## config.mk

```make
export PLATFORM = sky130hd
export DESIGN_NAME = sync_out_gen
export DESIGN_NICKNAME = d
export VERILOG_FILES = /design/src/rtl/syncgen_pkg.sv /design/src/rtl/sync_edge_delay.sv /design/src/rtl/sync_ctrl.sv /design/src/rtl/sync_dp.sv /design/src/rtl/sync_out_gen.sv
export SDC_FILE = /design/constraint.sdc
export NUM_CORES = 1
export LEC_CHECK = 0
export ABC_CLOCK_PERIOD_IN_PS = 7040
export CAP_MARGIN = 10
export CORE_UTILIZATION = 35
export DETAILED_ROUTE_END_ITERATION = 8
export GPL_TIMING_DRIVEN = 1
export SYNTH_ARGS = -nofsm -noshare
export SYNTH_HDL_FRONTEND = slang
export SYNTH_SLANG_ARGS = --single-unit
```

## constraint.sdc

```tcl
create_clock -name clk -period 7.04 [get_ports clk]
set_clock_uncertainty 0.05 [all_clocks]
set_input_delay 1.056 -clock clk [delete_from_list [all_inputs] [get_ports clk]]
set_output_delay 1.056 -clock clk [all_outputs]
set_load 0.03 [all_outputs]
```

## src/rtl/syncgen_pkg.sv

```systemverilog
package syncgen_pkg;
  // Strobes and levels handed from control to datapath each clock.
  typedef struct packed {
    logic pixRst;   // delayed horizontal edge: restart pixel count
    logic lineRst;  // delayed vertical edge: clear line count
    logic hsLvl;    // synchronized horizontal level
    logic hsRise;   // synchronized horizontal rising edge
    logic hsFall;   // synchronized horizontal falling edge
    logic vsLvl;    // synchronized vertical level
    logic vsFall;   // synchronized vertical falling edge
    logic field2;   // synchronized second-field flag
  } syncStrb_t;
endpackage

```

## src/rtl/sync_edge_delay.sv

```systemverilog
module sync_edge_delay #(
  parameter int DLY_W = 13
) (
  input  logic             clk,
  input  logic             rstN,
  input  logic             rise,
  input  logic [DLY_W-1:0] dly,
  output logic             strobe
);
  logic [DLY_W-1:0] cnt;
  logic             pend;

  always_ff @(posedge clk or negedge rstN) begin
    if (!rstN) begin
      cnt  <= '0;
      pend <= 1'b0;
    end else if (rise) begin
      pend <= (dly != '0);
      cnt  <= dly;
    end else if (pend) begin
      if (cnt == DLY_W'(1)) pend <= 1'b0;
      else                  cnt  <= cnt - DLY_W'(1);
    end
  end

  assign strobe = (rise && dly == '0) || (!rise && pend && cnt == DLY_W'(1));

  // a pending delay never outlives its own count
  a_r1_pend_counts_down: assert property (@(posedge clk) disable iff (!rstN)
    (pend && !rise && cnt != DLY_W'(1)) |=> (pend && cnt == $past(cnt) - DLY_W'(1)));
endmodule

```

## src/rtl/sync_ctrl.sv

```systemverilog
module sync_ctrl
  import syncgen_pkg::*;
#(
  parameter int DLY_W = 13
) (
  input  logic             clk,
  input  logic             rstN,
  input  logic             hsIn,
  input  logic             vsIn,
  input  logic             fieldIn,
  input  logic [DLY_W-1:0] cfgHsInDly,
  input  logic [DLY_W-1:0] cfgVsInDly,
  output syncStrb_t        strb
);
  localparam int N_IN = 3;  // bit 0 horizontal, 1 vertical, 2 field

  logic [N_IN-1:0] rawIn, stg1, stg2, prev;
  logic            hsRise, vsRise, pixStrobe, lineStrobe;

  assign rawIn = {fieldIn, vsIn, hsIn};

  for (genvar i = 0; i < N_IN; i++) begin : gSync
    always_ff @(posedge clk or negedge rstN) begin
      if (!rstN) begin
        stg1[i] <= 1'b0;
        stg2[i] <= 1'b0;
        prev[i] <= 1'b0;
      end else begin
        stg1[i] <= rawIn[i];
        stg2[i] <= stg1[i];
        prev[i] <= stg2[i];
      end
    end
  end

  assign hsRise = stg2[0] & ~prev[0];
  assign vsRise = stg2[1] & ~prev[1];

  sync_edge_delay #(.DLY_W(DLY_W)) uHDelay (
    .clk(clk), .rstN(rstN), .rise(hsRise), .dly(cfgHsInDly), .strobe(pixStrobe));
  sync_edge_delay #(.DLY_W(DLY_W)) uVDelay (
    .clk(clk), .rstN(rstN), .rise(vsRise), .dly(cfgVsInDly), .strobe(lineStrobe));

  always_comb begin
    strb.pixRst  = pixStrobe;
    strb.lineRst = lineStrobe;
    strb.hsLvl   = stg2[0];
    strb.hsRise  = hsRise;
    strb.hsFall  = ~stg2[0] & prev[0];
    strb.vsLvl   = stg2[1];
    strb.vsFall  = ~stg2[1] & prev[1];
    strb.field2  = stg2[2];
  end

  // a zero input delay restarts the pixel count on the edge itself
  a_r1_zero_delay: assert property (@(posedge clk) disable iff (!rstN)
    (hsRise && cfgHsInDly == '0) |-> pixStrobe);
endmodule

```

## src/rtl/sync_dp.sv

```systemverilog
module sync_dp
  import syncgen_pkg::*;
#(
  parameter int PIX_W  = 13,
  parameter int HLEN_W = 10,
  parameter int LINE_W = 11,
  parameter int MEAS_W = 16
) (
  input  logic              clk,
  input  logic              rstN,
  input  syncStrb_t         strb,
  input  logic [PIX_W-1:0]  cfgHDly,
  input  logic [HLEN_W-1:0] cfgHLen,
  input  logic [LINE_W-1:0] cfgVDly,
  input  logic [LINE_W-1:0] cfgVLen,
  input  logic [LINE_W-1:0] cfgVDly2,
  input  logic [LINE_W-1:0] cfgVLen2,
  input  logic              cfgHPol,
  input  logic              cfgVPol,
  output logic              hsOut,
  output logic              vsOut,
  output logic [MEAS_W-1:0] hsHighClks,
  output logic [MEAS_W-1:0] vsHighLines
);
  localparam logic [PIX_W-1:0]  PIX_MAX  = '1;
  localparam logic [LINE_W-1:0] LINE_MAX = '1;
  localparam logic [MEAS_W-1:0] MEAS_MAX = '1;

  logic [PIX_W-1:0]  pixCnt;
  logic [LINE_W-1:0] lineCnt;
  logic [HLEN_W-1:0] hRem;
  logic [LINE_W-1:0] vRem;
  logic [LINE_W-1:0] vDlySel, vLenSel;
  logic [MEAS_W-1:0] hsRun, vsRun;
  logic              lineTick, hAct, vAct;

  // raster counters
  always_ff @(posedge clk or negedge rstN) begin
    if (!rstN) begin
      pixCnt  <= '0;
      lineCnt <= '0;
    end else begin
      if (strb.pixRst)            pixCnt <= '0;
      else if (pixCnt != PIX_MAX) pixCnt <= pixCnt + PIX_W'(1);
      if (strb.lineRst)                           lineCnt <= '0;
      else if (strb.pixRst && lineCnt != LINE_MAX) lineCnt <= lineCnt + LINE_W'(1);
    end
  end

  assign lineTick = (pixCnt == '0);
  assign vDlySel  = strb.field2 ? cfgVDly2 : cfgVDly;
  assign vLenSel  = strb.field2 ? cfgVLen2 : cfgVLen;

  // pulse shapers
  always_ff @(posedge clk or negedge rstN) begin
    if (!rstN) begin
      hRem <= '0;
      vRem <= '0;
    end else begin
      if (pixCnt == cfgHDly && cfgHLen != '0) hRem <= cfgHLen;
      else if (hRem != '0)                    hRem <= hRem - HLEN_W'(1);
      if (lineTick) begin
        if (lineCnt == vDlySel && vLenSel != '0) vRem <= vLenSel;
        else if (vRem != '0)                     vRem <= vRem - LINE_W'(1);
      end
    end
  end

  assign hAct  = (hRem != '0);
  assign vAct  = (vRem != '0);
  assign hsOut = cfgHPol ? hAct : ~hAct;
  assign vsOut = cfgVPol ? vAct : ~vAct;

  // input high-time measurement
  always_ff @(posedge clk or negedge rstN) begin
    if (!rstN) begin
      hsRun       <= '0;
      vsRun       <= '0;
      hsHighClks  <= '0;
      vsHighLines <= '0;
    end else begin
      if (strb.hsLvl) begin
        if (hsRun != MEAS_MAX) hsRun <= hsRun + MEAS_W'(1);
      end else begin
        hsRun <= '0;
      end
      if (strb.hsFall) hsHighClks <= hsRun;
      if (strb.vsLvl) begin
        if (strb.hsRise && vsRun != MEAS_MAX) vsRun <= vsRun + MEAS_W'(1);
      end else begin
        vsRun <= '0;
      end
      if (strb.vsFall) vsHighLines <= vsRun;
    end
  end

  // a restart strobe zeroes the pixel counter
  a_r1_pix_restart: assert property (@(posedge clk) disable iff (!rstN)
    strb.pixRst |=> (pixCnt == '0));
  // the horizontal pulse only starts from a match on its start pixel
  a_r2_hs_start: assert property (@(posedge clk) disable iff (!rstN)
    $rose(hAct) |-> ($past(pixCnt) == $past(cfgHDly)));
  // the vertical clear takes precedence over the line advance
  a_r3_clear_wins: assert property (@(posedge clk) disable iff (!rstN)
    strb.lineRst |=> (lineCnt == '0));
  // the vertical output changes only on a line tick
  a_r4_vs_on_tick: assert property (@(posedge clk) disable iff (!rstN)
    (!lineTick) |=> $stable(vAct) || $fell(vAct) == 1'b0 && $stable(vRem));
  // the horizontal measurement moves only on a horizontal fall
  a_r8_meas_hold: assert property (@(posedge clk) disable iff (!rstN)
    (!strb.hsFall) |=> $stable(hsHighClks));
  // a saturated run stays saturated while the input is high
  a_r10_no_overflow: assert property (@(posedge clk) disable iff (!rstN)
    (hsRun == MEAS_MAX && strb.hsLvl) |=> (hsRun == MEAS_MAX));
endmodule

```

## src/rtl/sync_out_gen.sv

```systemverilog
module sync_out_gen #(
  parameter int PIX_W  = 13,
  parameter int HLEN_W = 10,
  parameter int LINE_W = 11,
  parameter int DLY_W  = 13,
  parameter int MEAS_W = 16
) (
  input  logic              clk,
  input  logic              rstN,
  input  logic              hsIn,
  input  logic              vsIn,
  input  logic              fieldIn,
  input  logic [DLY_W-1:0]  cfgHsInDly,
  input  logic [DLY_W-1:0]  cfgVsInDly,
  input  logic [PIX_W-1:0]  cfgHDly,
  input  logic [HLEN_W-1:0] cfgHLen,
  input  logic [LINE_W-1:0] cfgVDly,
  input  logic [LINE_W-1:0] cfgVLen,
  input  logic [LINE_W-1:0] cfgVDly2,
  input  logic [LINE_W-1:0] cfgVLen2,
  input  logic              cfgHPol,
  input  logic              cfgVPol,
  output logic              hsOut,
  output logic              vsOut,
  output logic [MEAS_W-1:0] hsHighClks,
  output logic [MEAS_W-1:0] vsHighLines
);
  syncgen_pkg::syncStrb_t strb;

  sync_ctrl #(.DLY_W(DLY_W)) uCtrl (
    .clk(clk), .rstN(rstN), .hsIn(hsIn), .vsIn(vsIn), .fieldIn(fieldIn),
    .cfgHsInDly(cfgHsInDly), .cfgVsInDly(cfgVsInDly), .strb(strb));

  sync_dp #(.PIX_W(PIX_W), .HLEN_W(HLEN_W), .LINE_W(LINE_W), .MEAS_W(MEAS_W)) uDp (
    .clk(clk), .rstN(rstN), .strb(strb),
    .cfgHDly(cfgHDly), .cfgHLen(cfgHLen),
    .cfgVDly(cfgVDly), .cfgVLen(cfgVLen), .cfgVDly2(cfgVDly2), .cfgVLen2(cfgVLen2),
    .cfgHPol(cfgHPol), .cfgVPol(cfgVPol),
    .hsOut(hsOut), .vsOut(vsOut), .hsHighClks(hsHighClks), .vsHighLines(vsHighLines));
endmodule

```

# Word-level counts from Yosys, hierarchy flattened
# Index checks and enable logic that the tools add are counted.
totals:
  register_bits: 145
  inputBits: 100
  out_inout_bits: 34
  elab_cells: 110
op_classes:
  n_addsub: 8
  eq_ne: 12
  muxes: 28
  bitwise: 10
  n_reduce_logical: 32
op_table:
  columns: ["cell", "n"]
  rows:
  - ["two-way mux 13 bit", 8]
  - ["two-way mux 11 bit", 6]
  - ["two-way mux 16 bit", 4]
  - ["logical NOT 13 bit", 3]
  - ["adder 16 x 1 -> 16 bit, second input constant", 2]
  - ["!= test 16 bit, second input constant", 2]
  - ["equality test 13 x 1 -> 1 bit, second input constant", 2]
  - ["nonzero test 13 bit", 2]
  - ["subtractor 13 x 1 -> 13 bit, second input constant", 2]
  - ["nonzero test 11 bit", 2]
  - ["two-way mux 10 bit", 2]
  - ["nonzero test 10 bit", 2]
  - ["adder 13 x 1 -> 13 bit, second input constant", 1]
  - ["equality test 13 bit", 1]
  - ["!= test 13 bit, second input constant", 1]
  - ["nonzero test 2 bit", 6]
  - ["adder 11 x 1 -> 11 bit, second input constant", 1]
  - ["equality test 11 bit", 1]
  - ["!= test 11 bit, second input constant", 1]
  - ["subtractor 11 x 1 -> 11 bit, second input constant", 1]
  - ["logical AND 1 bit", 10]
  - ["subtractor 10 x 1 -> 10 bit, second input constant", 1]
  - ["two-way mux 1 bit", 8]
  - ["NOT 1 bit", 6]
  - ["6 further kinds", 15]

# Logic depth before layout (Yosys ltp)
depth:
  depth_word: 9
  depth_mapped: 9
  depth_no_buf: 8

# Modules after synthesis
# From an unflattened synthesis, not the netlist that was laid out.
hier_totals:
  cells_unflattened: 822
  hier_area_um2: 8129.0
by_module_without_submodules:
  columns: ["module", "n_inst", "cells_per_inst", "area_each_um2", "seq_area_each_um2"]
  rows:
  - ["sync_dp", 1, 603, 6062.1, 2727.6]
  - ["sync_edge_delay", 2, 102, 904.6, 350.3]
  - ["sync_ctrl", 1, 15, 257.7, 200.2]

# Worst setup path after synthesis
# No wires, ideal clock.
synth_path:
  kind: "reg-to-output"
  from: "register uDp.vRem[7]"
  to: "output vsOut"
  t_arrival_ps: 2079
  required_time_ps: 5934
  slack_ps: 3855
  stages_incl_launch_ff: 5
  path_buffers: 1
  cell_sequence: "dfrtp_1 > or4_4 > or4_4 > buf_6 > xnor2_1"
synth_via:
  elab_chain_cells: 3
synth_rtl:
  columns: ["element", "line", "text"]
  rows:
  - ["from (decl)", "sync_dp.sv:32", "logic [LINE_W-1:0] vRem;"]
  - ["from (signal assigned)", "sync_dp.sv:63", "if (lineCnt == vDlySel && vLenSel != '0) vRem <= vLenSel;"]
  - ["from (signal assigned)", "sync_dp.sv:64", "else if (vRem != '0) vRem <= vRem - LINE_W'(1);"]
  - ["nonzero test 11 bit (*)", "sync_dp.sv:70", "assign vAct = (vRem != '0);"]
  - ["NOT 1 bit", "sync_dp.sv:72", "assign vsOut = cfgVPol ? vAct : ~vAct;"]
  - ["two-way mux 1 bit (*)", "sync_dp.sv:72", null]
  - ["to (decl)", "sync_out_gen.sv:24", "output logic vsOut,"]
# Every way passes the cells marked *; elsewhere a longest branch is shown, timed or not.

# Final worst setup path
layout_path:
  from: "register uDp.hRem[4]"
  to: "output hsOut"
layout_via:
  elab_chain_cells: 3
layout_rtl:
  columns: ["element", "line", "text"]
  rows:
  - ["from (decl)", "sync_dp.sv:31", "logic [HLEN_W-1:0] hRem;"]
  - ["from (signal assigned)", "sync_dp.sv:60", "if (pixCnt == cfgHDly && cfgHLen != '0) hRem <= cfgHLen;"]
  - ["from (signal assigned)", "sync_dp.sv:61", "else if (hRem != '0) hRem <= hRem - HLEN_W'(1);"]
  - ["nonzero test 10 bit (*)", "sync_dp.sv:69", "assign hAct = (hRem != '0);"]
  - ["NOT 1 bit", "sync_dp.sv:71", "assign hsOut = cfgHPol ? hAct : ~hAct;"]
  - ["two-way mux 1 bit (*)", "sync_dp.sv:71", null]
  - ["to (decl)", "sync_out_gen.sv:23", "output logic hsOut,"]
# Marked as above.

==> reports/qor.csv <==
stage,metric,value,unit
final_layout,fillers,2075,
placed_design,GP Congestion,0.786,
hold_path,Hold WC Path Type,register to register,
route,Routed WL,17400,µm
synthesis,number of synthesized flops with an enable pin,0,
final_layout,fraction of layout cells with a size suffix above 1,10.4,%
synthesis,ys async rst share,100,%
placed_design,cell area after placement,9470,µm²
timing,Fin. Hold Viols,0,
power,total power draw,2.51,mW
synthesis,Mapped Cells,786,
setup_path,Worst Setup End Kind,output port,
clock_network,Worst-path clk slew,70,ps
global_routing,vias in the first global route,5936,
status,run status,finished with violations,
route,initial drt markers,203,
synthesis,Main synth FF type,dfrtp_1,
timing,Slew Limit Fails,0,
synthesis,"Avg Cell Area, Syn",10.0,µm²
power,"IR drop worst, VDD",0.160,mV
floorplan,Core Area,22000,µm²
floorplan,# rows,54,
placed_design,Placement Setup Slack,3420,ps
timing,hold_ws,300,ps
final_layout,Antenna diodes,0,
clock_network,CTS resizes,0,
final_layout,Finished Cell Area,10100,µm²
status,failing checks,design-rule violations,
synthesis,"Net Count, Synth",898,
global_routing,largest net degree at the start of global routing,92,
route,drt first pass iters,7,
timing,setup violators final,0,
synthesis,Synth Cell Area,7890,µm²
final_layout,"Core Util, Final",45.8,%
global_routing,wire length of the first global-routing pass,29600,µm
placed_design,PortBufs,133,
clock_network,CTS tree,yes,
final_layout,most frequent cells in the layout,"dfrtp_1, clkdlybuf4s50_1, nand2_1, nor2_1, xor2_1",
clock_network,clk_lat worst skew,410,ps
timing,FMAX,248,MHz
clock_network,H-tree lvl count,4,
timing,unrepaired setup endpoints after global routing,no,
timing,Fin Setup TNS,0,ps
synthesis,#FFs+latches synth,145,
setup_path,Reg2Reg Launch Point,uCtrl.strb[5],
run,Max Cap Viol,0,
floorplan,Boundary Pins,134,
floorplan,Die Ht,152,µm
global_routing,initial antenna violation count,0,
route,Vias/cell,5.01,
setup_path,Critical Path RT,5930,ps
route,DRC viols,10,
setup_path,crit-path cells,or4_1 -> nor4_1 -> nor3b_2 -> xor2_1 -> clkdlybuf4s50_1,
synthesis,Synth warnings,0,
final_layout,Area Overhead vs Synth,27.5,%
floorplan,Die ar.,23100,µm²
setup_path,Worst path max stage delay,690,ps
global_routing,Overflow after GRT,0,
timing,worst slew pin tran,1140,ps
route,vias,6018,
placed_design,DP Cell Count,1170,
clock_network,Clock Sinks,145,
setup_path,"Max FO, Critical Path",5,
placed_design,half-perimeter wire length after placement,12400,µm
setup_path,CP bufs+invs,1,
setup_path,CP startpoint kind,register,
synthesis,count of cell types in the netlist,63,
setup_path,slowest CP cell,clkdlybuf4s50_1,
setup_path,CP startpoint,uDp.hRem[4],
final_layout,register area,3630,µm²
route,Routed WL per cell,14.5,µm
global_routing,aggregate global-route resource usage,15.7,%
final_layout,area occupied by multi-input gates,4030,µm²
clock_network,hold_buf cts,0,
final_layout,post-layout net count,1021,
clock_network,"Setup Fix Bufs, Post-CTS",0,
setup_path,crit path kind,register to output port,
setup_path,"Arr. time, crit path",2930,ps
floorplan,Die Wd,152,µm
synthesis,sequential area share after synthesis,46.0,%
power,leakage,4.23,nW
timing,final setup margin,3010,ps
power,PD cells,249,nW/µm²
hold_path,hold path start,uCtrl.stg1[1],
setup_path,Crit path max-delay family,simple AND/OR/NAND/NOR gates,
timing,fin crit period,4030,ps
route,post-route antenna net violation count,0,
clock_network,Root Buffer,clkbuf_16,
final_layout,final cell count without fillers,1202,
timing,relative slew slack,24.1,%
timing,final worst path period share,57.3,%
floorplan,Initial Util,35.9,%
clock_network,deepest clock path buffer count,2,
final_layout,"commonest non-fill, non-tap cell in the layout",dfrtp_1,
clock_network,Num CTS Buffers,17,
==> state kept, by name, summed over array words and instances, names as in the netlist, 13 cells and up <==
register,cells
uCtrl.uVDelay.cnt,13
uDp.vsHighLines,16
uDp.vsRun,16
uCtrl.uHDelay.cnt,13
uDp.hsRun,16
uDp.hsHighClks,16
uDp.pixCnt,13
==> synthesized netlist by cell type, types with 5 or more instances <==
master    instances  area share, %
a21oi_1          17            1.1
a22o_1            6           0.67
a22oi_1           7           0.67
and2_1           27            2.1
and3_1            7           0.56
buf_2             5           0.32
clkbuf_1         23            1.1
dfrtp_1         145             46
ha_1             12            1.9
inv_1            27            1.3
mux2_2           42            6.0
mux2i_1          25            3.2
nand2_1          63            3.0
nand3_1          27            1.7
nand3b_1          5           0.48
nand4_1          18            1.4
nor2_1           59            2.8
nor2b_1          14            1.1
nor3_1           22            1.4
nor4_1           29            2.3
o21ai_0          31            2.0
o21ai_1          12           0.76
or3_1             6           0.48
or4_1             5           0.48
xnor2_1          45            5.0
xor2_1           49            5.4
==> where the power goes <==
group	total (mW)	switching, mW	internal, mW
logic	0.511	0.243	0.268
registers	1.10	0.146	0.950
clock network	0.900	0.382	0.518
total	2.51	0.771	1.74
==> cell type report <==
class / count / area share, %
tap: 280 / 3.48
clock inverter: 13 / 1.38
multi-input combinational: 582 / 40.1
timing repair buffer: 136 / 13.5
inverter: 27 / 1.01
sequential: 145 / 36.1
clock buffer: 19 / 4.50
==> cell families (layout without fill, tap and decap cells) <==
group / after synthesis / count (layout) / synth area share [%]
and+or+nand+nor: 312 / 312 / 21.4
DFF: 145 / 145 / 46.0
AOI/OAI and AO/OA: 97 / 97 / 8.00
xor gates and xnor gates: 94 / 94 / 10.4
muxes: 67 / 67 / 9.17
buffers and inverters: 59 / 195 / 3.08
adders and majority gates: 12 / 12 / 1.90
==> worst paths after layout <==
kind / end / slack [ps] / cells past startpoint
min reg2reg: uCtrl.strb[2] / 300 / 0
min in group asynchronous: uCtrl.stg1[0] / 660 / 1
max in group asynchronous: uDp.vRem[6] / 5040 / 2
min: uCtrl.strb[2] / 300 / 0
max: hsOut / 3010 / 5
max reg2reg: uDp.vsRun[15] / 3750 / 6
==> metal layers <==
metal / vias up / part of all wire (%) / global-route usage (%)
met3: 8 / 3.9 / 3.96
met2: 87 / 48 / 25.7
met1: 2904 / 48 / 20.9
met4: 0 / 0.65 / 3.11
li1: 3019 / - / -
met5: - / 0 / 0
(Power assumes the default switching activity.)
